[src/rtl/eeprom_pkg.sv]
package eeprom_pkg;
   typedef enum logic [2:0] {
      PH_IDLE,
      PH_SELECT,
      PH_WORD,
      PH_WDATA,
      PH_RDATA
   } bus_phase_t;

   localparam logic [3:0] SEL_PREFIX = 4'b1010;
   localparam int         BYTE_W     = 8;
endpackage

[src/rtl/eeprom_bus_sync.sv]
module eeprom_bus_sync #(
   parameter int SYNC_STAGES = 2
) (
   input  logic clk,
   input  logic rst_n,
   input  logic scl_in,
   input  logic sda_in,
   output logic scl_lvl,
   output logic sda_lvl,
   output logic scl_rise,
   output logic scl_fall,
   output logic start_det,
   output logic stop_det
);
   localparam int TAP = SYNC_STAGES - 1;

   generate
      if (SYNC_STAGES < 2) begin : g_bad_sync
         $error("eeprom_bus_sync: SYNC_STAGES must be at least 2");
      end
   endgenerate

   logic [SYNC_STAGES:0] scl_sr, sda_sr;

   always_ff @(posedge clk or negedge rst_n) begin
      if (!rst_n) begin
         scl_sr <= '1;
         sda_sr <= '1;
      end else begin
         scl_sr <= {scl_sr[SYNC_STAGES-1:0], scl_in};
         sda_sr <= {sda_sr[SYNC_STAGES-1:0], sda_in};
      end
   end

   logic scl_prev, sda_prev;
   assign scl_lvl   = scl_sr[TAP];
   assign sda_lvl   = sda_sr[TAP];
   assign scl_prev  = scl_sr[SYNC_STAGES];
   assign sda_prev  = sda_sr[SYNC_STAGES];
   assign scl_rise  = scl_lvl & ~scl_prev;
   assign scl_fall  = ~scl_lvl & scl_prev;
   assign start_det = scl_lvl & scl_prev & sda_prev & ~sda_lvl;
   assign stop_det  = scl_lvl & scl_prev & ~sda_prev & sda_lvl;
endmodule

[src/rtl/eeprom_store.sv]
module eeprom_store #(
   parameter int           ADDR_W       = 8,
   parameter int           PAGE_W       = 4,
   parameter int           DATA_W       = 8,
   parameter int           WRITE_CYCLES = 4000,
   parameter logic [7:0]   ERASED       = 8'hFF
) (
   input  logic                     clk,
   input  logic                     rst_n,
   input  logic                     buf_clear,
   input  logic                     buf_wr,
   input  logic [PAGE_W-1:0]        buf_slot,
   input  logic [DATA_W-1:0]        buf_data,
   input  logic                     commit_req,
   input  logic [ADDR_W-PAGE_W-1:0] commit_page,
   input  logic [ADDR_W-1:0]        rd_addr,
   output logic [DATA_W-1:0]        rd_data,
   output logic                     busy
);
   localparam int DEPTH      = 1 << ADDR_W;
   localparam int PAGE_BYTES = 1 << PAGE_W;
   localparam int CNT_W      = $clog2(WRITE_CYCLES + 1);

   generate
      if (PAGE_W >= ADDR_W) begin : g_bad_page
         $error("eeprom_store: page must be smaller than the array");
      end
      if (WRITE_CYCLES < 1) begin : g_bad_wcyc
         $error("eeprom_store: WRITE_CYCLES must be positive");
      end
   endgenerate

   logic [DATA_W-1:0]        mem  [DEPTH];
   logic [DATA_W-1:0]        pbuf [PAGE_BYTES];
   logic [PAGE_BYTES-1:0]    pvalid;
   logic [ADDR_W-PAGE_W-1:0] page_q;
   logic [CNT_W-1:0]         cnt;
   logic                     busy_q;

   always_ff @(posedge clk or negedge rst_n) begin
      if (!rst_n) begin
         for (int i = 0; i < DEPTH; i++) mem[i] <= ERASED;
         for (int s = 0; s < PAGE_BYTES; s++) pbuf[s] <= '0;
         pvalid <= '0;
         page_q <= '0;
         cnt    <= '0;
         busy_q <= 1'b0;
      end else begin
         if (buf_clear) pvalid <= '0;
         else if (buf_wr) begin
            pbuf[buf_slot]   <= buf_data;
            pvalid[buf_slot] <= 1'b1;
         end
         if (commit_req && !busy_q) begin
            busy_q <= 1'b1;
            page_q <= commit_page;
            cnt    <= CNT_W'(WRITE_CYCLES - 1);
         end else if (busy_q) begin
            if (cnt == '0) begin
               busy_q <= 1'b0;
               pvalid <= '0;
               for (int s = 0; s < PAGE_BYTES; s++)
                  if (pvalid[s]) mem[{page_q, PAGE_W'(s)}] <= pbuf[s];
            end else begin
               cnt <= cnt - 1'b1;
            end
         end
      end
   end

   assign rd_data = mem[rd_addr];
   assign busy    = busy_q;

   AST_NO_COMMIT_WHILE_BUSY: assert property (@(posedge clk) disable iff (!rst_n)
      commit_req |-> !busy_q);
endmodule

[src/rtl/eeprom_i2c_slave.sv]
module eeprom_i2c_slave
   import eeprom_pkg::*;
#(
   parameter logic [2:0] DEV_SEL      = 3'b000,
   parameter int         ADDR_W       = 8,
   parameter int         PAGE_W       = 4,
   parameter int         WRITE_CYCLES = 4000,
   parameter bit         HAS_WP       = 1'b1,
   parameter int         SYNC_STAGES  = 2
) (
   input  logic clk,
   input  logic rst_n,
   input  logic scl_in,
   input  logic sda_in,
   input  logic wp_in,
   input  logic supply_ok,
   output logic sda_pull
);
   localparam int HI_W = ADDR_W - PAGE_W;

   generate
      if (ADDR_W > BYTE_W) begin : g_bad_addr
         $error("eeprom_i2c_slave: one word-address byte must cover the array");
      end
   endgenerate

   logic scl_lvl, sda_lvl, scl_rise, scl_fall, start_det, stop_det;

   eeprom_bus_sync #(.SYNC_STAGES(SYNC_STAGES)) u_sync (
      .clk(clk), .rst_n(rst_n), .scl_in(scl_in), .sda_in(sda_in),
      .scl_lvl(scl_lvl), .sda_lvl(sda_lvl), .scl_rise(scl_rise),
      .scl_fall(scl_fall), .start_det(start_det), .stop_det(stop_det)
   );

   logic write_lock;
   generate
      if (HAS_WP) begin : g_wp
         assign write_lock = wp_in | ~supply_ok;
         AST_WP_BLOCKS_CYCLE: assert property (@(posedge clk) disable iff (!rst_n)
            $rose(busy) |-> !$past(wp_in));
      end else begin : g_no_wp
         logic unused_wp;
         assign unused_wp  = wp_in;
         assign write_lock = ~supply_ok;
      end
   endgenerate

   bus_phase_t             phase;
   logic [3:0]             rcnt;
   logic [BYTE_W-1:0]      shreg, txbyte;
   logic [ADDR_W-1:0]      addr;
   logic                   pull_q, got_data, busy;
   logic [BYTE_W-1:0]      rd_data;
   logic [2:0]             tx_idx;
   logic                   ack_slot, sel_match;

   assign ack_slot  = scl_fall && (rcnt == 4'd8);
   assign sel_match = (shreg[7:4] == SEL_PREFIX) && (shreg[3:1] == DEV_SEL) && !busy;
   assign tx_idx    = 3'(4'd7 - rcnt);

   logic buf_clear, buf_wr, commit_req;
   assign buf_clear  = ack_slot && (phase == PH_WORD);
   assign buf_wr     = ack_slot && (phase == PH_WDATA);
   assign commit_req = stop_det && (phase == PH_WDATA) && got_data && !write_lock && !busy;

   eeprom_store #(
      .ADDR_W(ADDR_W), .PAGE_W(PAGE_W), .DATA_W(BYTE_W), .WRITE_CYCLES(WRITE_CYCLES)
   ) u_store (
      .clk(clk), .rst_n(rst_n),
      .buf_clear(buf_clear), .buf_wr(buf_wr),
      .buf_slot(addr[PAGE_W-1:0]), .buf_data(shreg),
      .commit_req(commit_req), .commit_page(addr[ADDR_W-1:PAGE_W]),
      .rd_addr(addr), .rd_data(rd_data), .busy(busy)
   );

   always_ff @(posedge clk or negedge rst_n) begin
      if (!rst_n) begin
         phase    <= PH_IDLE;
         rcnt     <= '0;
         shreg    <= '0;
         txbyte   <= '0;
         addr     <= '0;
         pull_q   <= 1'b0;
         got_data <= 1'b0;
      end else if (stop_det) begin
         phase    <= PH_IDLE;
         pull_q   <= 1'b0;
         got_data <= 1'b0;
      end else if (start_det) begin
         phase    <= PH_SELECT;
         rcnt     <= '0;
         pull_q   <= 1'b0;
         got_data <= 1'b0;
      end else if (phase != PH_IDLE) begin
         if (scl_rise) begin
            if (rcnt != 4'd9) rcnt <= rcnt + 1'b1;
            if (rcnt < 4'd8) shreg <= {shreg[BYTE_W-2:0], sda_lvl};
            if (rcnt == 4'd8 && phase == PH_RDATA && sda_lvl) phase <= PH_IDLE;
         end
         if (scl_fall) begin
            if (rcnt == 4'd8) begin
               unique case (phase)
                  PH_SELECT: begin
                     if (sel_match) begin
                        pull_q <= 1'b1;
                        phase  <= shreg[0] ? PH_RDATA : PH_WORD;
                     end else begin
                        phase  <= PH_IDLE;
                     end
                  end
                  PH_WORD: begin
                     pull_q <= 1'b1;
                     addr   <= shreg[ADDR_W-1:0];
                     phase  <= PH_WDATA;
                  end
                  PH_WDATA: begin
                     pull_q   <= 1'b1;
                     got_data <= 1'b1;
                     addr     <= {addr[ADDR_W-1:PAGE_W], addr[PAGE_W-1:0] + 1'b1};
                  end
                  PH_RDATA: begin
                     pull_q <= 1'b0;
                     addr   <= addr + 1'b1;
                  end
                  default: ;
               endcase
            end else if (rcnt == 4'd9) begin
               rcnt <= '0;
               if (phase == PH_RDATA) begin
                  txbyte <= rd_data;
                  pull_q <= ~rd_data[BYTE_W-1];
               end else begin
                  pull_q <= 1'b0;
               end
            end else if (phase == PH_RDATA && rcnt != 4'd0) begin
               pull_q <= ~txbyte[tx_idx];
            end
         end
      end
   end

   assign sda_pull = pull_q;

   AST_DEAF_WHILE_BUSY: assert property (@(posedge clk) disable iff (!rst_n)
      busy |-> !sda_pull);
   AST_SUPPLY_BLOCKS_CYCLE: assert property (@(posedge clk) disable iff (!rst_n)
      $rose(busy) |-> $past(supply_ok));
   AST_PULL_STABLE_SCL_HIGH: assert property (@(posedge clk) disable iff (!rst_n)
      (scl_lvl && $past(scl_lvl)) |-> $stable(sda_pull));
endmodule

[config.mk]
export PLATFORM = sky130hd
export DESIGN_NAME = eeprom_i2c_slave
export DESIGN_NICKNAME = d
export VERILOG_FILES = /design/src/rtl/eeprom_pkg.sv /design/src/rtl/eeprom_bus_sync.sv /design/src/rtl/eeprom_store.sv /design/src/rtl/eeprom_i2c_slave.sv
export SDC_FILE = /design/constraint.sdc
export NUM_CORES = 2
export LEC_CHECK = 0
export BUFFER_PORTS_ARGS = -buffer_cell sky130_fd_sc_hd__buf_4
export CAP_MARGIN = 20
export CORE_MARGIN = 2
export CORE_UTILIZATION = 25
export DETAILED_ROUTE_END_ITERATION = 7
export GPL_ROUTABILITY_DRIVEN = 0
export PLACE_DENSITY_LB_ADDON = 0.2
export SLEW_MARGIN = 40
export SYNTH_ARGS = -nofsm -noshare
export SYNTH_HDL_FRONTEND = slang
export SYNTH_HIERARCHICAL = 1
export SYNTH_SLANG_ARGS = --single-unit
[constraint.sdc]
create_clock -name clk -period 5.7 [get_ports clk]
set_input_delay 1.14 -clock clk [delete_from_list [all_inputs] [get_ports clk]]
set_output_delay 1.14 -clock clk [all_outputs]
set_load 0.01 [all_outputs]
==> results.toml <==
[routing]
dr.pass1.iters = 8
drc = 334
vias = 63260
detail-route-antenna-nets = 0
viasPerCell = 5.089
drt-initial-drc-count = 5827
drt-wirelength-per-cell_um = 34.53
drt-total-wl_um = 429200

[clock_tree]
cts_tree = "built"
ctsResizeCount = 0
cts.sinks = 2248
cts_buffer_depth = 4
postCtsHoldBufs = 0
htreeDepth = 5
clk_latency_ns = 0.94
cts_made_buffers = 269
cts_root_buffer = "clkbuf_16"
clk_pin_slew_ns = 0.06
post_cts_buffers = 0

[cells_and_area]
final_util_pct = 29.25
area_growth_pct = 16.61
layout.nets = 6745
drive_gt1_share_pct = 79.39
fillCellCount = 40900

[worst_setup_path]
ff2ff_path_depth = 11
reg2reg_setup_slack_ns = 0.86
crit_end = "sda_pull"
required_ns = 6.51
startpoint_type = "flip-flop"
cp-end-kind = "flip-flop"
crit_arrival_ns = 5.65
timing.rr.end = "sda_pull"
r2r-start = "addr[0]"
critPathLaunch = "addr[0]"
crit_type = "reg2reg"
crit_fanout = 77

[outcome]
status = "finished with violations"
violations = "design-rule violations"

[sta]
slew_headroom_pct = 24.29
hold_viol_final = 0
slew_viol_final = 0
worst_pin_slew_ns = 1.136
fin_crit_sh_pct = 84.93
finalSetupViolCount = 0
fin_ws_ns = 0.8590
whs_ns = 0.3325
fmax_mhz = 206.6
finClkSkew_ns = 0.05743
rsz0062_at_grt = "false"
setup_tns_ns = 0
period_needed_ns = 4.841

[global_routing]
grt_start_max_net_pins = 160
track_usage_pct = 20.13
grt_pass1_wl_um = 584200
antenna_found_initial = 81
grt-ovfl-total = 0
grt_pass1_vias = 65760

[pwr]
powerDensity_mw_per_mm2 = 285.6
total_leakage_power_nw = 46.47
ir_worst_vdd_v = 0.0002014

[synthesis]
synth_top_area_cell = "dfstp_2"
ys_seq_area_share_pct = 56.85
synthTopCellsByArea = "dfstp_2, mux2_2, mux4_2"
async_flop_share_pct = 100.0
synth_area_per_cell_sq_um = 15.70
synth-edff-count = 0
ys_ff_latch = 2248
synth_most_common_cell = "mux2_2"
synth_warnings = 6
ys_dominant_reg_cell = "dfstp_2"
postSynthCellCount = 6590
synth.top_cells.by_count = "mux2_2, dfstp_2, mux4_2, nand2_1, clkbuf_1"
yosysUniqueCellTypes = 77
synth_area_sq_mm = 0.1035
synth_nets = 6602
yosysTopAreaCellShare_pct = 52.16

[floorplanning]
num_io_pins = 7
start_util_pct = 25.08
fp.dieW_um = 647.3
dieArea_sq_mm = 0.4190
core_sq_mm = 0.4125
die_h_um = 647.3
rows = 236

[min_path]
min_path_type = "in2reg"

[placed_design]
preCtsSetupSlack_ns = 0.9656
dpl.hpwl_um = 280900
placement.io_buffers = 6

[flow_run]
maxCapViolations = 0
-- flip-flops by register name, summed over array words and instances, names as in the netlist --
signal          count
u_store/mem      2048
u_store/pbuf      128
u_store/pvalid     16
u_store/cnt        12
addr                8
shreg               8
txbyte              8
rcnt                4
u_store/page_q      4
phase               3
u_sync/scl_sr       3
u_sync/sda_sr       3
got_data            1
sda_pull            1
u_store/busy        1
-- metrics by stage --
step / std cells / instance area, sq um / power, mW
floorplan: 6590 / 103500 / 16.54
global placement: 11900 / 111100 / 17.26
detailed placement: 11920 / 111500 / 17.28
CTS: 12390 / 120300 / 34.96
global route: 12410 / 120600 / 35.68
finish: 12430 / 120700 / 34.46
-- cell families after synthesis --
| kind of cell | count (synthesis) | synth area share [%] |
|---|---|---|
| flops | 2248 | 56.85 |
| compound gates | 467 | 3.126 |
| xor+xnor | 8 | 0.06772 |
| fa+ha+maj | 6 | 0.07255 |
| simple gates | 616 | 2.960 |
| buf+inv | 417 | 1.689 |
| mux | 2828 | 35.23 |
-- metal layers --
metal / track usage, % / routed length [um]
met1: 26.77 / 186500
met2: 31.67 / 196500
met3: 4.700 / 27560
met4: 7.494 / 17830
met5: 0.9135 / 733
-- cell usage in the layout, fill, tap and decap left out, types with 16 or more instances in the layout --
cell,n
a22oi_1,120
clkbuf_1,70
o2bb2ai_1,20
a21oi_1,108
nor2b_1,16
buf_12,35
and2_1,16
clkinv_2,34
o221ai_1,40
nor2_1,58
mux2_2,2156
nand2_1,333
diode_2,19
buf_4,226
clkbuf_8,63
dfrtp_2,64
dfrtp_1,100
dfstp_2,2054
o21ai_0,46
mux2i_1,191
nand3_1,21
nor4_1,27
clkbuf_16,278
mux4_2,431
mux2_1,48
dfrtp_4,30
nor3_1,25
-- worst min-delay path by stage --
stage,cells after the start,startpoint,to
3_3_place_gp,0,u_sync/scl_sr[0],u_sync/scl_sr[1]
6_report,1,sda_in,u_sync/sda_sr[0]
4_1_cts,1,sda_in,u_sync/sda_sr[0]
2_1_floorplan,0,u_sync/scl_sr[0],u_sync/scl_sr[1]
3_5_place_dp,0,u_sync/scl_sr[1],u_sync/scl_sr[2]
5_1_grt,1,scl_in,u_sync/scl_sr[0]
-- worst max-delay path, stage by stage, from the launching register on --
cell	delay, ns
dfrtp_4	0.95
buf_12	0.53
mux2i_1	0.28
o22ai_1	0.48
a211oi_1	0.10
nor3_1	0.69
nor3_1	0.18
nor4_2	0.70
buf_4	0.24
nor3b_1	0.05
o31ai_1	0.21
mux2i_1	0.11
-- power breakdown --
part           total [mW]  internal [mW]  switching [mW]
Sequential           16.1           16.1          0.0502
Clock                17.4           10.3            7.13
Combinational       0.913          0.153           0.760
-- layout make-up --
cell class                 count  area, sq um  area share [%]
multi-input combinational   3925        43200           35.80
tap                         5474         6849           5.677
antenna                       19        47.55         0.03941
timing repair buffer         277         2670           2.213
sequential                  2248        59020           48.91
inverter                      12        46.29         0.03837
clock buffer                 411         8087           6.702
clock inverter                64        742.0          0.6150
No activity file was read; power rests on OpenSTA's default activity.
